## src/rtl/isab_pkg.sv

```systemverilog
package isab_pkg;
    localparam int BYTE_W = 8;
    localparam int WORD_W = 16;

    typedef enum logic [2:0] {
        ACC_NONE = 3'd0,
        ACC_NRD  = 3'd1,
        ACC_NWR  = 3'd2,
        ACC_WRD  = 3'd3,
        ACC_WWR  = 3'd4
    } acc_e;
endpackage

```

## src/rtl/isab_decode.sv

```systemverilog
module isab_decode
    import isab_pkg::*;
#(
    parameter int HOST_AW = 17,
    parameter int WIN_BIT = 16,
    parameter int OFS_LO  = 9,
    parameter int OFS_W   = 5,
    parameter int DAT_LO  = 1
) (
    input  logic [HOST_AW-1:0] addr,
    input  logic               wide,
    input  logic               hold_valid,
    output acc_e               kind,
    output logic [OFS_W-1:0]   ofs,
    output logic [BYTE_W-1:0]  dbyte
);
    logic win;

    always_comb begin
        win   = addr[WIN_BIT];
        ofs   = addr[OFS_LO +: OFS_W];
        dbyte = addr[DAT_LO +: BYTE_W];
        unique case ({wide, win})
            2'b00:   kind = ACC_NRD;
            2'b01:   kind = ACC_NWR;
            2'b10:   kind = ACC_WRD;
            default: kind = hold_valid ? ACC_WWR : ACC_NONE;
        endcase
    end
endmodule

```

## src/rtl/isab_timer.sv

```systemverilog
module isab_timer #(
    parameter int STROBE_CYC = 3
) (
    input  logic clk,
    input  logic rst_n,
    input  logic start,
    output logic busy,
    output logic last
);
    localparam int CW = $clog2(STROBE_CYC + 1);

    typedef struct packed {
        logic          busy;
        logic [CW-1:0] cnt;
    } tst_t;

    tst_t tq, td;

    always_comb begin
        td = tq;
        if (tq.busy) begin
            if (tq.cnt == '0) td.busy = 1'b0;
            else              td.cnt  = tq.cnt - 1'b1;
        end else if (start) begin
            td.busy = 1'b1;
            td.cnt  = CW'(STROBE_CYC - 1);
        end
    end

    always_ff @(posedge clk) begin
        if (!rst_n) tq <= '0;
        else        tq <= td;
    end

    assign busy = tq.busy;
    assign last = tq.busy && (tq.cnt == '0);

    // strobe length watcher: counts consecutive busy cycles
    logic [CW:0] run_q;
    always_ff @(posedge clk) begin
        if (!rst_n)    run_q <= '0;
        else if (busy) run_q <= run_q + 1'b1;
        else           run_q <= '0;
    end

    a_r3_strobe_len: assert property (@(posedge clk) disable iff (!rst_n)
        run_q <= (CW+1)'(STROBE_CYC));

    a_r9_no_restart: assert property (@(posedge clk) disable iff (!rst_n)
        (busy && !last) |=> busy);
endmodule

```

## src/rtl/ro_isa_bridge.sv

```systemverilog
module ro_isa_bridge
    import isab_pkg::*;
#(
    parameter int               HOST_AW    = 17,
    parameter int               WIN_BIT    = 16,
    parameter int               OFS_LO     = 9,
    parameter int               OFS_W      = 5,
    parameter int               DAT_LO     = 1,
    parameter int               ISA_AW     = 10,
    parameter logic [ISA_AW-1:0] IO_BASE   = 10'h300,
    parameter int               STROBE_CYC = 3
) (
    input  logic               clk,
    input  logic               rst_n,
    input  logic [HOST_AW-1:0] host_addr,
    input  logic               host_rd,
    input  logic               host_wide,
    output logic [15:0]        host_dout,
    output logic [ISA_AW-1:0]  isa_addr,
    output logic               isa_ior,
    output logic               isa_iow,
    input  logic [7:0]         isa_data_i,
    output logic [7:0]         isa_data_o,
    output logic               isa_data_oe,
    output logic               wide_rd,
    output logic               wide_wr,
    input  logic [15:0]        wide_data_i,
    output logic [15:0]        wide_wdata
);
    localparam int PAD_W = ISA_AW - OFS_W;

    typedef struct packed {
        logic               rd_prev;
        acc_e               kind;
        logic [OFS_W-1:0]   ofs;
        logic [BYTE_W-1:0]  wbyte;
        logic               drive;
        logic [BYTE_W-1:0]  hold;
        logic               hold_v;
        logic [WORD_W-1:0]  dout;
        logic [WORD_W-1:0]  wdata;
    } st_t;

    st_t q, d;

    acc_e              dec_kind;
    logic [OFS_W-1:0]  dec_ofs;
    logic [BYTE_W-1:0] dec_byte;
    logic              start, busy, last;

    isab_decode #(
        .HOST_AW (HOST_AW),
        .WIN_BIT (WIN_BIT),
        .OFS_LO  (OFS_LO),
        .OFS_W   (OFS_W),
        .DAT_LO  (DAT_LO)
    ) u_decode (
        .addr       (host_addr),
        .wide       (host_wide),
        .hold_valid (q.hold_v),
        .kind       (dec_kind),
        .ofs        (dec_ofs),
        .dbyte      (dec_byte)
    );

    isab_timer #(
        .STROBE_CYC (STROBE_CYC)
    ) u_timer (
        .clk   (clk),
        .rst_n (rst_n),
        .start (start),
        .busy  (busy),
        .last  (last)
    );

    assign start = host_rd && !q.rd_prev && !busy && (dec_kind != ACC_NONE);

    always_comb begin
        d         = q;
        d.rd_prev = host_rd;
        if (start) begin
            d.kind  = dec_kind;
            d.ofs   = dec_ofs;
            d.wbyte = dec_byte;
            d.drive = (dec_kind == ACC_NWR);
            if (dec_kind == ACC_WRD) begin
                d.hold   = dec_byte;
                d.hold_v = 1'b1;
            end
            if (dec_kind == ACC_WWR) begin
                d.wdata  = {dec_byte, q.hold};
                d.hold_v = 1'b0;
            end
        end
        if (last) begin
            d.drive = 1'b0;
            unique case (q.kind)
                ACC_NRD: d.dout = {isa_data_i, 8'h00};
                ACC_WRD: d.dout = wide_data_i;
                default: ;
            endcase
        end
    end

    always_ff @(posedge clk) begin
        if (!rst_n) begin
            q      <= '0;
            q.kind <= ACC_NONE;
        end else begin
            q <= d;
        end
    end

    assign isa_ior     = busy && (q.kind == ACC_NRD);
    assign isa_iow     = busy && (q.kind == ACC_NWR);
    assign wide_rd     = busy && (q.kind == ACC_WRD);
    assign wide_wr     = busy && (q.kind == ACC_WWR);
    assign isa_data_o  = q.wbyte;
    assign isa_data_oe = q.drive;
    assign wide_wdata  = q.wdata;
    assign host_dout   = q.dout;
    assign isa_addr    = IO_BASE | {{PAD_W{1'b0}}, q.ofs};

    a_r10_one_strobe: assert property (@(posedge clk) disable iff (!rst_n)
        $onehot0({isa_ior, isa_iow, wide_rd, wide_wr}));

    a_r10_no_drive_on_read: assert property (@(posedge clk) disable iff (!rst_n)
        isa_data_oe |-> (isa_iow && !isa_ior));

    a_r4_drive_ends: assert property (@(posedge clk) disable iff (!rst_n)
        $fell(isa_iow) |-> !isa_data_oe);

    a_r6_hold_consumed: assert property (@(posedge clk) disable iff (!rst_n)
        $rose(wide_wr) |-> (!q.hold_v && $past(q.hold_v)));

    a_r9_kind_stable: assert property (@(posedge clk) disable iff (!rst_n)
        (busy && !last) |=> ($stable(q.kind) && $stable(q.ofs)));
endmodule

```

## config.mk

```make
export PLATFORM = sky130hd
export DESIGN_NAME = ro_isa_bridge
export DESIGN_NICKNAME = d
export VERILOG_FILES = /design/src/rtl/isab_pkg.sv /design/src/rtl/isab_decode.sv /design/src/rtl/isab_timer.sv /design/src/rtl/ro_isa_bridge.sv
export SDC_FILE = /design/constraint.sdc
export NUM_CORES = 1
export LEC_CHECK = 0
export BUFFER_PORTS_ARGS = -buffer_cell sky130_fd_sc_hd__buf_2
export CELL_PAD_IN_SITES_DETAIL_PLACEMENT = 0
export CELL_PAD_IN_SITES_GLOBAL_PLACEMENT = 1
export CORE_AREA = 3 3 98 110
export DETAILED_ROUTE_END_ITERATION = 10
export DIE_AREA = 0 0 101 113
export MAX_ROUTING_LAYER = met4
export PLACE_DENSITY = 0.68
export SYNTH_ARGS = -nofsm -noshare
export SYNTH_HDL_FRONTEND = slang
export SYNTH_SLANG_ARGS = --single-unit
```

## constraint.sdc

```tcl
create_clock -name clk -period 1.8 [get_ports clk]
set_clock_uncertainty 0.15 [all_clocks]
set_input_delay 0.27 -clock clk [delete_from_list [all_inputs] [get_ports clk]]
set_output_delay 0.27 -clock clk [all_outputs]
set_load 0.02 [all_outputs]
```

==> reports/results.txt <==
Post-CTS Setup Bufs = 0
Crit. End Element = output pin
HP Class = input pin to flip-flop
Hpwl dp = 4.65 mm
Peak supply drop = 0.337 mV
Synth Area in Compound Gates = 10.3%
Final Hold Vio Count = 0
Switching share of power = 26.4%
Crit path DAT = 1.28 ns
Placement Rows = 38
First-pass GRT wire length = 10.1 mm
GR Layer Usage met3 = 3.45%
Gpl congestion = 0.725
Reg2Reg Setup Slack = 0.19 ns
Vias = 2,220
Clk pwr share = 37.0%
WHS Path Cells = 2
Met1 GRT Util = 13.8%
Drc violations = 0
Leakage = 1.50 nW
Unique masters post-synth = 36
Tcrit/Tclk final = 94.3%
Largest family of logic cells by synthesized area = buffers and inverters
Final design utilization = 34.3%
Combinational share of power = 10.9%
CTS clk-pin slew, worst paths = 0.07 ns
Flops & latches, synth = 62
Area of the multi-input gates = 1180 µm²
Min Tclk post-route = 1.70 ns
Worst r2r path cells = 4
ANT nets after route = 0
I/O Pins = 100
PwrDens = 814 nW/µm²
Final setup viols = 0
H-tree depth = 3
Worst skew pair latency = 0.33 ns
Die width = 101 µm
Initial antenna violation count = 0
Starting Density = 29.7%
Core Area = 9790 µm²
Mean Syn Cell Area = 9.19 µm²
WL final = 6.39 mm
Layout Nets = 418
Int Power = 2.01 mW
Placed cell count = 476
FF/Latch Area = 1240 µm²
CP max FO = 9
GR peak layer = met2
Root buffer cell = clkbuf_8
Post-Synth Adder-Cell Area = 2.58%
Post-synthesis mux area share = 11.4%
Inserted Diodes = 0
Setup TNS = 0 ns
Longest Clk Path Bufs = 2
Status = completed
WL/cell = 13.0 µm
Max Cap Viol = 0
Unrepaired setup endpoints after global routing = true
Clk sinks = 62
CTS tree = yes
Type of the worst setup path = flip-flop to output pin
Largest net degree at the start of global routing = 33
Area growth, synth to finish = 15.6%
Yosys warning count = 0
WHS = 0.0222 ns
Slew Viols, Final = 0
Vias in the first global route = 2,083
Synth Area in XOR/XNOR = 0%
Sw Pwr = 722 µW
Overflow after GRT = 0
Simple-gate share of the synthesized area = 15.0%
Layout cells sized above 1 = 34.5%
Routing usage on met2 = 18.4%
CP Data Required Time = 1.38 ns
TritonCTS Buffers = 9
Drt first pass iters = 4
CP startpoint kind = flip-flop
Layout Cells excl Fill = 491
DR vias/cell = 4.52
Total die area = 11,400 µm²
GRT Util Overall = 11.6%
Die Height = 113 µm
Post-synthesis sequential area ratio = 42.7%
Mapped Area = 2910 µm²
Mapped Cells = 316
Register share of total power = 52.2%
Port Buffers = 91
DR iter-0 viols = 53
Peak Freq = 589 MHz
Fill cells = 1,035
[synthesized netlist by cell type]
library cell	count	area share, %
ha_1	6	2.6
o221ai_1	8	2.4
o21a_1	2	0.52
or3b_1	1	0.30
a221oi_1	1	0.30
nand3_1	17	2.9
inv_1	5	0.65
dfxtp_1	62	43
a21boi_1	1	0.26
a211oi_1	2	0.52
nor2_8	1	0.69
nor2b_1	1	0.22
nor3b_1	1	0.26
and3b_1	1	0.30
buf_2	4	0.69
nand4b_1	1	0.30
conb_1	2	0.26
nor4bb_1	2	0.69
a31o_2	1	0.30
buf_6	3	1.2
buf_12	1	0.69
a21oi_1	23	4.0
and2_1	1	0.22
buf_4	50	13
nor2_4	1	0.39
nor4b_1	1	0.30
mux2i_1	33	11
a21bo_2	1	0.34
and4b_1	2	0.69
nand2_1	57	7.4
clkinv_1	2	0.26
nand4_1	1	0.22
nor2_1	1	0.13
a2111oi_0	1	0.30
o21ai_0	8	1.4
clkbuf_1	11	1.4
[timing repair]
item / CTS / global route
setup endpoints to repair: 1 / 3
endpoints found under the hold margin: 0 / 0
resized for setup: 1 / 4
hold buffers: 0 / 0
[area by class of cell]
cell class | count | area share (%)
Inverter | 7 | 0.782
Multi-Input combinational cell | 181 | 35.0
Tap cell | 120 | 4.47
Clock inverter | 5 | 0.819
Timing Repair Buffer | 106 | 18.1
Sequential cell | 62 | 37.0
Clock buffer | 10 | 3.80
[metrics by stage]
step | cell area, µm² | total power [mW] | setup slack (ns)
after floorplan | 2920 | 1.67 | 0.0677
after global placement | 3180 | 1.75 | 0.135
after detailed placement | 3180 | 1.76 | 0.0846
after CTS | 3340 | 2.79 | 0.0544
after global routing | 3360 | 2.88 | -0.0237
final | 3360 | 2.73 | 0.103
[registers in the layout, indices dropped and copies added (netlist names)]
| signal | count |
|---|---|
| u_timer.tq | 2 |
| u_timer.busy | 1 |
| isa_data_oe | 1 |
| wide_wdata | 16 |
| host_dout | 16 |
| isa_addr | 5 |
| isa_data_o | 8 |
| q | 13 |
[cell usage in the layout (no fill, tap or decap), types with 5 or more instances in the layout]
| master | instances |
|---|---|
| conb_1 | 5 |
| buf_2 | 90 |
| a21oi_1 | 23 |
| inv_1 | 5 |
| nand3_1 | 17 |
| buf_4 | 13 |
| ha_1 | 6 |
| o221ai_1 | 8 |
| clkbuf_8 | 9 |
| nand2_1 | 57 |
| dfxtp_1 | 61 |
| mux2i_1 | 33 |
| o21ai_0 | 8 |
[metal layers]
| layer | vias up | part of all wire, % |
|---|---|---|
| met1 | 1020 | 44 |
| li1 | 1116 | - |
| met2 | 78 | 47 |
| met4 | 0 | 1.0 |
| met3 | 6 | 7.8 |
| met5 | - | 0 |
[critical path: stages (launching register included)]
cell	delay [ns]
dfxtp_1	0.32
buf_4	0.15
nor4bb_2	0.26
buf_2	0.21
[cells by family (layout without fill, tap and decap cells)]
family / after synthesis / after routing
and+or+nand+nor: 89 / 89
buffers and inverters: 76 / 128
DFF: 62 / 62
AOI/OAI and AO/OA: 48 / 48
muxes: 33 / 33
adders and majority gates: 6 / 6
other: 2 / 5
[final timing paths]
check | endpoint | start
worst min register to register | host_dout[10]$_SDFFE_PN0P_ | host_dout[10]$_SDFFE_PN0P_
worst min-delay path | q[58]$_SDFF_PN0_ | host_rd
worst max-delay path | isa_ior | u_timer.busy$_SDFF_PN0_
worst max register to register | wide_wdata[1]$_SDFFE_PN0P_ | u_timer.busy$_SDFF_PN0_
[power groups by stage]
stage	logic, mW	clock network (mW)	registers [mW]
floorplan	0.215	0	1.45
global placement	0.297	0	1.46
detailed placement	0.300	0	1.46
CTS	0.302	1.06	1.43
global route	0.329	1.12	1.43
finish	0.297	1.01	1.43
No activity file was read; power rests on OpenSTA's default activity.
